### config.mk
export PLATFORM = sky130hd
export DESIGN_NAME = frl_rx
export DESIGN_NICKNAME = d
export VERILOG_FILES = /design/src/rtl/frl_pkg.sv /design/src/rtl/frl_lock.sv /design/src/rtl/frl_gather.sv /design/src/rtl/frl_fifo.sv /design/src/rtl/frl_rx.sv
export SDC_FILE = /design/constraint.sdc
export NUM_CORES = 2
export LEC_CHECK = 0
export BUFFER_PORTS_ARGS = -buffer_cell sky130_fd_sc_hd__buf_2
export CAP_MARGIN = 15
export CORE_MARGIN = 8
export CORE_UTILIZATION = 35
export CTS_BUF_LIST = sky130_fd_sc_hd__clkbuf_8
export CTS_CLUSTER_DIAMETER = 40
export CTS_CLUSTER_SIZE = 24
export DETAILED_ROUTE_END_ITERATION = 16
export SYNTH_ARGS = -nofsm -noshare
export SYNTH_HDL_FRONTEND = slang
export SYNTH_HIERARCHICAL = 1
export SYNTH_SLANG_ARGS = --single-unit
### constraint.sdc
create_clock -name clk -period 12.8 [get_ports clk]
set_clock_uncertainty 0.05 [all_clocks]
set_input_delay 3.2 -clock clk [delete_from_list [all_inputs] [get_ports clk]]
set_output_delay 3.2 -clock clk [all_outputs]
set_load 0.005 [all_outputs]
### src/rtl/frl_pkg.sv
package frl_pkg;
   typedef enum logic {
      ST_HUNT = 1'b0,
      ST_LOCK = 1'b1
   } lock_state_t;
endpackage

### src/rtl/frl_lock.sv
module frl_lock
   import frl_pkg::*;
#(
   parameter int WORDS     = 7,
   parameter int LOCK_HITS = 3,
   parameter int LOSS_ERRS = 2
)(
   input  logic clk,
   input  logic rst_n,
   input  logic frame_i,
   output logic locked_o
);
   localparam int PW = (WORDS > 1) ? $clog2(WORDS) : 1;
   localparam int HW = $clog2(LOCK_HITS + 1);
   localparam int EW = $clog2(LOSS_ERRS + 1);
   localparam logic [PW-1:0] LAST = PW'(WORDS - 1);

   if (WORDS < 2) begin : g_chk_words
      $error("frl_lock: WORDS must be at least 2");
   end
   if (LOCK_HITS < 2) begin : g_chk_hits
      $error("frl_lock: LOCK_HITS must be at least 2");
   end
   if (LOSS_ERRS < 1) begin : g_chk_errs
      $error("frl_lock: LOSS_ERRS must be at least 1");
   end

   lock_state_t   st;
   logic [PW-1:0] ph;
   logic [HW-1:0] hits;
   logic [EW-1:0] errs;
   logic          due;

   assign due = (ph == LAST);

   always_ff @(posedge clk or negedge rst_n) begin
      if (!rst_n) begin
         st   <= ST_HUNT;
         ph   <= '0;
         hits <= '0;
         errs <= '0;
      end else if (st == ST_HUNT) begin
         if (frame_i) ph <= '0;
         else if (!due) ph <= ph + 1'b1;
         if (frame_i && due && (hits != '0)) begin
            if (hits == HW'(LOCK_HITS - 1)) begin
               st   <= ST_LOCK;
               hits <= '0;
               errs <= '0;
            end else begin
               hits <= hits + 1'b1;
            end
         end else if (frame_i) begin
            hits <= HW'(1);
         end else if (due) begin
            hits <= '0;
         end
      end else begin
         ph <= due ? '0 : ph + 1'b1;
         if (frame_i != due) begin
            if (errs == EW'(LOSS_ERRS - 1)) begin
               st   <= ST_HUNT;
               errs <= '0;
               hits <= '0;
            end else begin
               errs <= errs + 1'b1;
            end
         end else if (due) begin
            errs <= '0;
         end
      end
   end

   assign locked_o = (st == ST_LOCK);
endmodule

### src/rtl/frl_gather.sv
module frl_gather #(
   parameter int NLINK = 4,
   parameter int SLICE = 10,
   parameter int WORDS = 7,
   parameter int CH    = 64
)(
   input  logic                     clk,
   input  logic                     rst_n,
   input  logic [NLINK*2*SLICE-1:0] data_i,
   input  logic                     start_i,
   input  logic                     abort_i,
   output logic                     done_o,
   output logic [NLINK*2*CH-1:0]    rec_o
);
   localparam int NMOD  = NLINK * 2;
   localparam int WW    = NMOD * SLICE;
   localparam int WCW   = (WORDS > 1) ? $clog2(WORDS) : 1;
   localparam int SPARE = WORDS * SLICE - CH;

   if (SPARE < 0) begin : g_chk_fit
      $error("frl_gather: WORDS*SLICE must cover CH");
   end

   logic [WW-1:0]  wbuf [WORDS];
   logic           active;
   logic [WCW-1:0] wc;
   logic           wr_en;
   logic [WCW-1:0] wr_idx;

   assign wr_en  = start_i || (active && !abort_i);
   assign wr_idx = start_i ? '0 : wc;

   always_ff @(posedge clk) begin
      if (wr_en) wbuf[wr_idx] <= data_i;
   end

   always_ff @(posedge clk or negedge rst_n) begin
      if (!rst_n) begin
         active <= 1'b0;
         wc     <= '0;
         done_o <= 1'b0;
      end else begin
         done_o <= 1'b0;
         if (start_i) begin
            active <= 1'b1;
            wc     <= WCW'(1);
         end else if (active) begin
            if (abort_i) begin
               active <= 1'b0;
            end else if (wc == WCW'(WORDS - 1)) begin
               active <= 1'b0;
               done_o <= 1'b1;
            end else begin
               wc <= wc + 1'b1;
            end
         end
      end
   end

   for (genvar m = 0; m < NMOD; m++) begin : g_mod
      for (genvar c = 0; c < CH; c++) begin : g_ch
         assign rec_o[m*CH + c] = wbuf[c / SLICE][m*SLICE + (c % SLICE)];
      end
   end

   if (SPARE > 0) begin : g_spare
      logic [NMOD*SPARE-1:0] spare_unused_bits;
      logic                  spare_unused;
      for (genvar m = 0; m < NMOD; m++) begin : g_smod
         for (genvar p = CH; p < WORDS*SLICE; p++) begin : g_sbit
            assign spare_unused_bits[m*SPARE + p - CH] = wbuf[p / SLICE][m*SLICE + (p % SLICE)];
         end
      end
      assign spare_unused = ^spare_unused_bits;
   end
endmodule

### src/rtl/frl_fifo.sv
module frl_fifo #(
   parameter int W     = 8,
   parameter int DEPTH = 4
)(
   input  logic         clk,
   input  logic         rst_n,
   input  logic         push,
   input  logic [W-1:0] din,
   input  logic         pop,
   output logic [W-1:0] dout,
   output logic         empty,
   output logic         full
);
   localparam int AW = (DEPTH > 1) ? $clog2(DEPTH) : 1;

   if (DEPTH < 2 || (1 << AW) != DEPTH) begin : g_chk_depth
      $error("frl_fifo: DEPTH must be a power of two, at least 2");
   end

   logic [W-1:0]  mem [DEPTH];
   logic [AW-1:0] wp, rp;
   logic [AW:0]   cnt;
   logic          do_wr, do_rd;

   assign do_wr = push && !full;
   assign do_rd = pop && !empty;

   always_ff @(posedge clk) begin
      if (do_wr) mem[wp] <= din;
   end

   always_ff @(posedge clk or negedge rst_n) begin
      if (!rst_n) begin
         wp  <= '0;
         rp  <= '0;
         cnt <= '0;
      end else begin
         if (do_wr) wp <= wp + 1'b1;
         if (do_rd) rp <= rp + 1'b1;
         unique case ({do_wr, do_rd})
            2'b10:   cnt <= cnt + 1'b1;
            2'b01:   cnt <= cnt - 1'b1;
            default: cnt <= cnt;
         endcase
      end
   end

   assign dout  = mem[rp];
   assign empty = (cnt == '0);
   assign full  = (cnt == (AW+1)'(DEPTH));
endmodule

### src/rtl/frl_rx.sv
module frl_rx
   import frl_pkg::*;
#(
   parameter int NLINK     = 4,
   parameter int SLICE     = 10,
   parameter int WORDS     = 7,
   parameter int CH        = 64,
   parameter int XC_W      = 16,
   parameter int OVF_W     = 16,
   parameter int DEPTH     = 4,
   parameter int LOCK_HITS = 3,
   parameter int LOSS_ERRS = 2
)(
   input  logic                     clk,
   input  logic                     rst_n,
   input  logic [NLINK*2*SLICE-1:0] lnk_data,
   input  logic [NLINK-1:0]         lnk_frame,
   input  logic                     rd_en,
   output logic                     rd_valid,
   output logic [NLINK*2*CH-1:0]    rd_chan,
   output logic [XC_W-1:0]          rd_xc,
   output logic [NLINK-1:0]         link_lock,
   output logic                     misalign,
   output logic [OVF_W-1:0]         ovf_cnt
);
   localparam int RW = NLINK * 2 * CH;
   localparam int EW = XC_W + RW;

   if (NLINK < 1) begin : g_chk_links
      $error("frl_rx: NLINK must be at least 1");
   end

   logic          all_lock, all_frame, any_frame, start;
   logic          rec_done, fifo_full, fifo_empty, push;
   logic [RW-1:0] rec;
   logic [XC_W-1:0] xc_q;
   logic [EW-1:0] fifo_q;

   for (genvar l = 0; l < NLINK; l++) begin : g_link
      frl_lock #(
         .WORDS     (WORDS),
         .LOCK_HITS (LOCK_HITS),
         .LOSS_ERRS (LOSS_ERRS)
      ) i_lock (
         .clk      (clk),
         .rst_n    (rst_n),
         .frame_i  (lnk_frame[l]),
         .locked_o (link_lock[l])
      );
   end

   assign all_lock  = &link_lock;
   assign all_frame = &lnk_frame;
   assign any_frame = |lnk_frame;
   assign start     = all_lock && all_frame;

   frl_gather #(
      .NLINK (NLINK),
      .SLICE (SLICE),
      .WORDS (WORDS),
      .CH    (CH)
   ) i_gather (
      .clk     (clk),
      .rst_n   (rst_n),
      .data_i  (lnk_data),
      .start_i (start),
      .abort_i (!all_lock),
      .done_o  (rec_done),
      .rec_o   (rec)
   );

   assign push = rec_done && !fifo_full;

   always_ff @(posedge clk or negedge rst_n) begin
      if (!rst_n) begin
         misalign <= 1'b0;
         xc_q     <= '0;
         ovf_cnt  <= '0;
      end else begin
         if (all_lock && any_frame && !all_frame) misalign <= 1'b1;
         if (rec_done) xc_q <= xc_q + 1'b1;
         if (rec_done && fifo_full) ovf_cnt <= ovf_cnt + 1'b1;
      end
   end

   frl_fifo #(
      .W     (EW),
      .DEPTH (DEPTH)
   ) i_fifo (
      .clk   (clk),
      .rst_n (rst_n),
      .push  (push),
      .din   ({xc_q, rec}),
      .pop   (rd_en),
      .dout  (fifo_q),
      .empty (fifo_empty),
      .full  (fifo_full)
   );

   assign {rd_xc, rd_chan} = fifo_q;
   assign rd_valid         = !fifo_empty;
endmodule

== Yosys cells after proc, flatten, opt, wreduce, memory -nomap -nowiden ==
Memory sizes are Yosys's and may differ from the RTL's.
Index checks and enable logic that the tools add are counted.

* Register bits: 77
* Memory bits (writable): 2672
* Output and inout bits: 550
* Memories: 2

{| class="wikitable"
|+ Memory list
! memory !! depth !! bits a word !! rd ports !! clocked after Yosys merged registers in !! wr ports !! line !! RTL
|-
| i_fifo.mem || 4 || 528 || 1 || 0 || 1 || frl_fifo.sv:20 || <nowiki>logic [W-1:0] mem [DEPTH];</nowiki>
|-
| i_gather.wbuf || 7 || 80 || 7 || 0 || 1 || frl_gather.sv:24 || <nowiki>logic [WW-1:0] wbuf [WORDS];</nowiki>
|}

* $add $sub $neg: 19
* Equality and inequality tests: 37
* Multiplexer cells: 102
* Reduce and logical (&&, ||, !) cells: 52

{| class="wikitable"
|+ Operators with widths
! operator !! count
|-
| 2-bit two-way mux || 48
|-
| 3-bit two-way mux || 21
|-
| 16-bit by 1-bit adder with 16-bit output (second input constant) || 2
|-
| 1-bit two-way mux || 32
|-
| 2-bit nonzero test || 15
|-
| 3-bit AND reduction || 9
|-
| 2-bit by 1-bit adder with 2-bit output (second input constant) || 10
|-
| 3-bit by 1-bit adder with 3-bit output (second input constant) || 6
|-
| 3-bit equality test (second input constant) || 6
|-
| 1-bit logical AND || 16
|-
| 2-bit inequality test (second input constant) || 8
|-
| 4-bit nonzero test || 4
|-
| 3-bit by 2-bit inequality test with 1-bit output (second input constant) || 4
|-
| 3-bit inequality test (second input constant) || 4
|-
| 2-bit by 1-bit equality test with 1-bit output (second input constant) || 5
|-
| 2-bit equality test (second input constant) || 5
|-
| 4-bit AND reduction || 2
|-
| 3-bit case mux with 2 select lines || 1
|-
| 1-bit inequality test || 4
|-
| 4-bit OR reduction || 1
|-
| 1-bit zero test || 3
|-
| 3-bit zero test || 1
|-
| 3-bit by 1-bit subtractor with 3-bit output (second input constant) || 1
|-
| 2-bit by 1-bit inequality test with 1-bit output (second input constant) || 1
|-
| 1-bit logical OR || 1
|}

== Depth between registers and ports, before layout ==
* Depth in word-level cells: 6
* Mapped depth: 11
* Mapped depth without buffers: 11

== Cells and area by module ==
Netlist, hierarchy kept.

{| class="wikitable"
|+ Modules (own cells, without submodules)
! module !! instances !! cells an instance !! area an instance (µm²)
|-
| frl_fifo || 1 || 2796 || 76682.3
|-
| frl_gather || 1 || 547 || 15716.3
|-
| frl_lock || 4 || 51 || 486.7
|-
| frl_rx || 1 || 123 || 1507.7
|}

== Worst setup path before layout ==
Ideal clock, no wire load.

* Path kind: reg-to-reg
* From: register i_fifo.cnt[2]
* To: memory i_fifo/mem[0][0] in the netlist's numbering, enable pin
* Arrival: 7123 ps
* Setup slack: 4962 ps
* Cell stages (with the launch flop): 5
* Path buffers: 0
* Clock period less this slack: 7838 ps
* Cell sequence: dfrtp_1 or3b_4 inv_1 nor2b_1 and3_2

* Word-level cells in the longest chain between the ends: 6

{| class="wikitable"
|+ Ends and longest elaborated chain
! what !! line !! RTL
|-
| start: declaration || frl_fifo.sv:22 || <nowiki>logic [AW:0] cnt;</nowiki>
|-
| start signal: assignment || frl_fifo.sv:41 || <nowiki>2'b10: cnt <= cnt + 1'b1;</nowiki>
|-
| start signal: assignment || frl_fifo.sv:42 || <nowiki>2'b01: cnt <= cnt - 1'b1;</nowiki>
|-
| start signal: assignment || frl_fifo.sv:43 || <nowiki>default: cnt <= cnt;</nowiki>
|-
| 3-bit equality test || frl_fifo.sv:50 || <nowiki>assign full = (cnt == (AW+1)'(DEPTH));</nowiki>
|-
| via fifo_full || frl_rx.sv:34 || <nowiki>logic rec_done, fifo_full, fifo_empty, push;</nowiki>
|-
| 1-bit zero test || frl_rx.sv:72 || <nowiki>assign push = rec_done && !fifo_full;</nowiki>
|-
| 1-bit logical AND || frl_rx.sv:72 ||
|-
| via push || frl_rx.sv:34 ||
|-
| 1-bit logical AND || frl_fifo.sv:25 || <nowiki>assign do_wr = push && !full;</nowiki>
|-
| 1-bit two-way mux || frl_fifo.sv:29 || <nowiki>if (do_wr) mem[wp] <= din;</nowiki>
|-
| 1-bit two-way mux (not written as such) || frl_fifo.sv:29 ||
|-
| end: declaration || frl_fifo.sv:20 ||
|}

The timed path passes the listed nets, and every way through them passes these cells.

== Worst setup path after layout ==
* From: register i_fifo.rp[0]
* To: output rd_chan[366]

* Word-level cells in the longest chain between the ends: 1

{| class="wikitable"
|+ Ends and longest elaborated chain
! what !! line !! RTL
|-
| start: declaration || frl_fifo.sv:21 || <nowiki>logic [AW-1:0] wp, rp;</nowiki>
|-
| start signal: assignment || frl_fifo.sv:39 || <nowiki>if (do_rd) rp <= rp + 1'b1;</nowiki>
|-
| memory read 4 x 528 bit || n/a ||
|-
| end: declaration || frl_rx.sv:20 || <nowiki>output logic [NLINK*2*CH-1:0] rd_chan,</nowiki>
|}

Every way passes these cells.

==> results.yml <==
run_status:
  status: "finished, final reports clean"
hold_path:
  holdPathEnd: "i_fifo/mem[0][267]"
  hp-start: "i_gather/wbuf[1][41]"
  worstHoldPathCells: 0
  min_path_type: "register to register"
clocking:
  cts_tree: "yes"
  cts_inserted_buffers: 355
  htree_levels: 5
  holdBufCountCts: 0
  cts_resized: 0
  clk_path_buf_depth: 4
  post_cts_buffers: 0
  insertion_delay_ns: 1.05
  ctsRootBufferMaster: "clkbuf_8"
  clk_pin_slew_ns: 0.10
  clock_sinks: 2701
grt:
  first_global_vias: 43551
  antenna_found_initial: 34
  grt_pass1_wl_um: 318000
  grt_max_degree: 153
  grtUsageTotal_pct: 14.9
  grt-ovfl-total: 0
flow_run:
  maxCapViolCount: 0
placed_design:
  placed_area_um2: 103000
  io_buffers: 636
  gp_congestion: 0.723
  dp_hpwl_um: 132000
synthesis:
  synth_top_cell_by_area: "edfxtp_1"
  syn-num-nets: 3775
  synth_top_area_share_pct: 82.2
  synthCells: 3670
  synth_edf_count: 2624
  synthTopCellsByCount: "edfxtp_1, mux4_2, dfrtp_1, buf_6, buf_2"
  synth_most_common_cell: "edfxtp_1"
  ys_async_sr_fraction_pct: 2.85
  syn_area_um2: 95900
  postSynthAreaPerCell_um2: 26.1
  ys_seq_area_share_pct: 84.2
  synth_top_cells_by_area: "edfxtp_1, mux4_2, dfrtp_1"
  synth.distinct_cells: 59
  synth-main-ff-cell: "edfxtp_1"
  yosys_warnings: 6
  ys_seq_elements: 2701
detailed_routing:
  wl_per_cell_um: 26.5
  routed_via_density: 4.91
  detail_route.iter0.violations: 3540
  first_pass_iters: 5
  drt_drc_violations_left: 0
  wl_um: 225000
  vias: 41718
  antenna_left: 0
critical_path:
  worstPathRequired_ns: 9.55
  path_class: "register to output port"
  reg2reg_depth: 7
  worst-path-max-fanout: 108
  cp_data_arrival_time_ns: 4.52
  rrSetupSlack_ns: 7.91
  cp-start-kind: "register"
  cp-end-kind: "output port"
  rr_endpoint: "i_fifo/mem[0][99]"
  r2r_start: "i_fifo/cnt[2]"
sta:
  grt_setup_unrepaired: "false"
  fin_crit_sh_pct: 60.7
  worstMarginPinSlew_ns: 1.12
  setup_viol: 0
  fin_crit_ns: 7.77
  tns_ns: 0
  hold_violations: 0
  drv_slew: 0
  max_freq_mhz: 129
  slew_headroom_pct: 25.4
floorplanning:
  fp-row-count: 192
  dieArea_um2: 291000
  fp.dieW_um: 539
  die_h_um: 539
  fp.coreArea_um2: 273000
  start_util_pct: 35.1
  pin_count: 637
cells_and_area:
  seq_area_um2: 80700
  area_growth_pct: 16.1
  final_area_um2: 111000
  nets: 4700
  multiInputGateArea_um2: 14000
  num-fill-cells: 23717
  final_layout_size_suffix_gt1_share_pct: 38.5
pwr:
  p_leak_nw: 35.6
  vdd_ir_drop_max_mv: 0.191
  power_density_nw_per_um2: 190
==> worst max-delay path, stage by stage (launching register included) <==
cell     delay, ns
dfrtp_4       0.97
buf_12        0.50
buf_12        0.76
mux4_2        0.66
buf_2         0.17
==> final cells by class <==
cell class              count  area share [%]
clock inverters           301            2.82
clock buffers             359            4.44
well taps                3589            4.04
inverters                  27          0.0911
flip-flops and latches   2701            72.6
diodes                     11          0.0247
multi-input cells         811            12.6
repair buffers            699            3.41
==> kinds of logic after synthesis <==
logic type                 Yosys count  synth area share [%]
DFF                               2701                  84.2
muxes                              538                  12.5
buffers and inverters              158                  1.20
and+or+nand+nor                    142                 0.946
AOI/OAI and AO/OA                   77                 0.527
xor gates and xnor gates            36                 0.337
adders and majority gates           18                 0.243
==> per-stage QoR <==
stage | cells | hold slack, ns | setup WS (ns) | utilization (%) | power (mW)
after floorplan | 3670 | 0.409 | 4.96 | - | 12.4
after global placement | 7827 | 0.407 | 5.98 | 37.8 | 14.3
after detailed placement | 7827 | 0.407 | 5.97 | 37.8 | 14.3
after CTS | 8487 | 0.400 | 4.76 | 40.7 | 21.5
after global routing | 8493 | 0.413 | 4.56 | 40.7 | 22.0
final | 8498 | 0.399 | 5.03 | 40.7 | 21.1
==> where the power goes <==
part / leakage (nW) / internal, mW / switching [mW] / total [mW]
clock network: 4.08 / 3.53 / 3.62 / 7.15
logic: 7.05 / 2.02 / 2.27 / 4.29
registers: 24.5 / 9.58 / 0.0956 / 9.68
total: 35.6 / 15.1 / 5.99 / 21.1
==> sequential cells by signal, indices dropped and copies added (netlist names), 2 cells and up <==
signal / flops
g_link.i_lock/errs: 8
g_link.i_lock/hits: 8
g_link.i_lock/locked_o: 4
g_link.i_lock/ph: 12
i_fifo/cnt: 3
i_fifo/mem: 2112
i_fifo/rp: 2
i_fifo/wp: 2
i_gather/wbuf: 512
i_gather/wc: 3
ovf_cnt: 16
xc_q: 16
==> how the worst max path moves through the flow <==
stage	to	slack (ns)	cells past startpoint	from
after CTS	rd_chan[166]	4.76	4	i_fifo/rp[0]
after detailed placement	rd_chan[166]	5.97	4	i_fifo/rp[0]
after floorplan	i_fifo/mem[0][0]	4.96	4	i_fifo/cnt[2]
after global placement	rd_chan[174]	5.98	4	i_fifo/rp[0]
final	rd_chan[366]	5.03	4	i_fifo/rp[0]
after global routing	rd_chan[166]	4.56	4	i_fifo/rp[0]
==> routing by layer <==
layer	routed length (um)	vias up	track usage (%)
met2	107000	1446	23.9
li1	-	17576	-
met3	19400	354	4.86
met5	36	-	0
met1	92100	22336	19.4
met4	6360	6	4.37
==> cell usage in the layout, fill, tap and decap left out, types with 5 or more instances in the layout <==
cell,n
xor2_1,8
xnor2_1,27
clkinvlp_4,41
nor3b_1,8
buf_12,11
nand2b_1,6
buf_4,52
inv_1,50
o21ai_0,28
nand3_1,7
nand2_1,27
o21bai_1,5
and2b_1,5
inv_6,47
clkbuf_8,359
mux4_2,528
a21oi_1,17
clkinv_4,24
clkinv_1,37
inv_8,38
dfrtp_1,75
diode_2,11
nor2b_1,5
ha_1,17
nor3_1,8
mux2_2,6
clkinv_2,34
nor2_4,5
and2_2,5
buf_2,636
nor2_1,17
clkinv_8,12
and3_4,12
bufinv_16,33
inv_12,10
edfxtp_1,2624
nand4_1,13
Note: power is estimated with default switching activity, not from simulation.
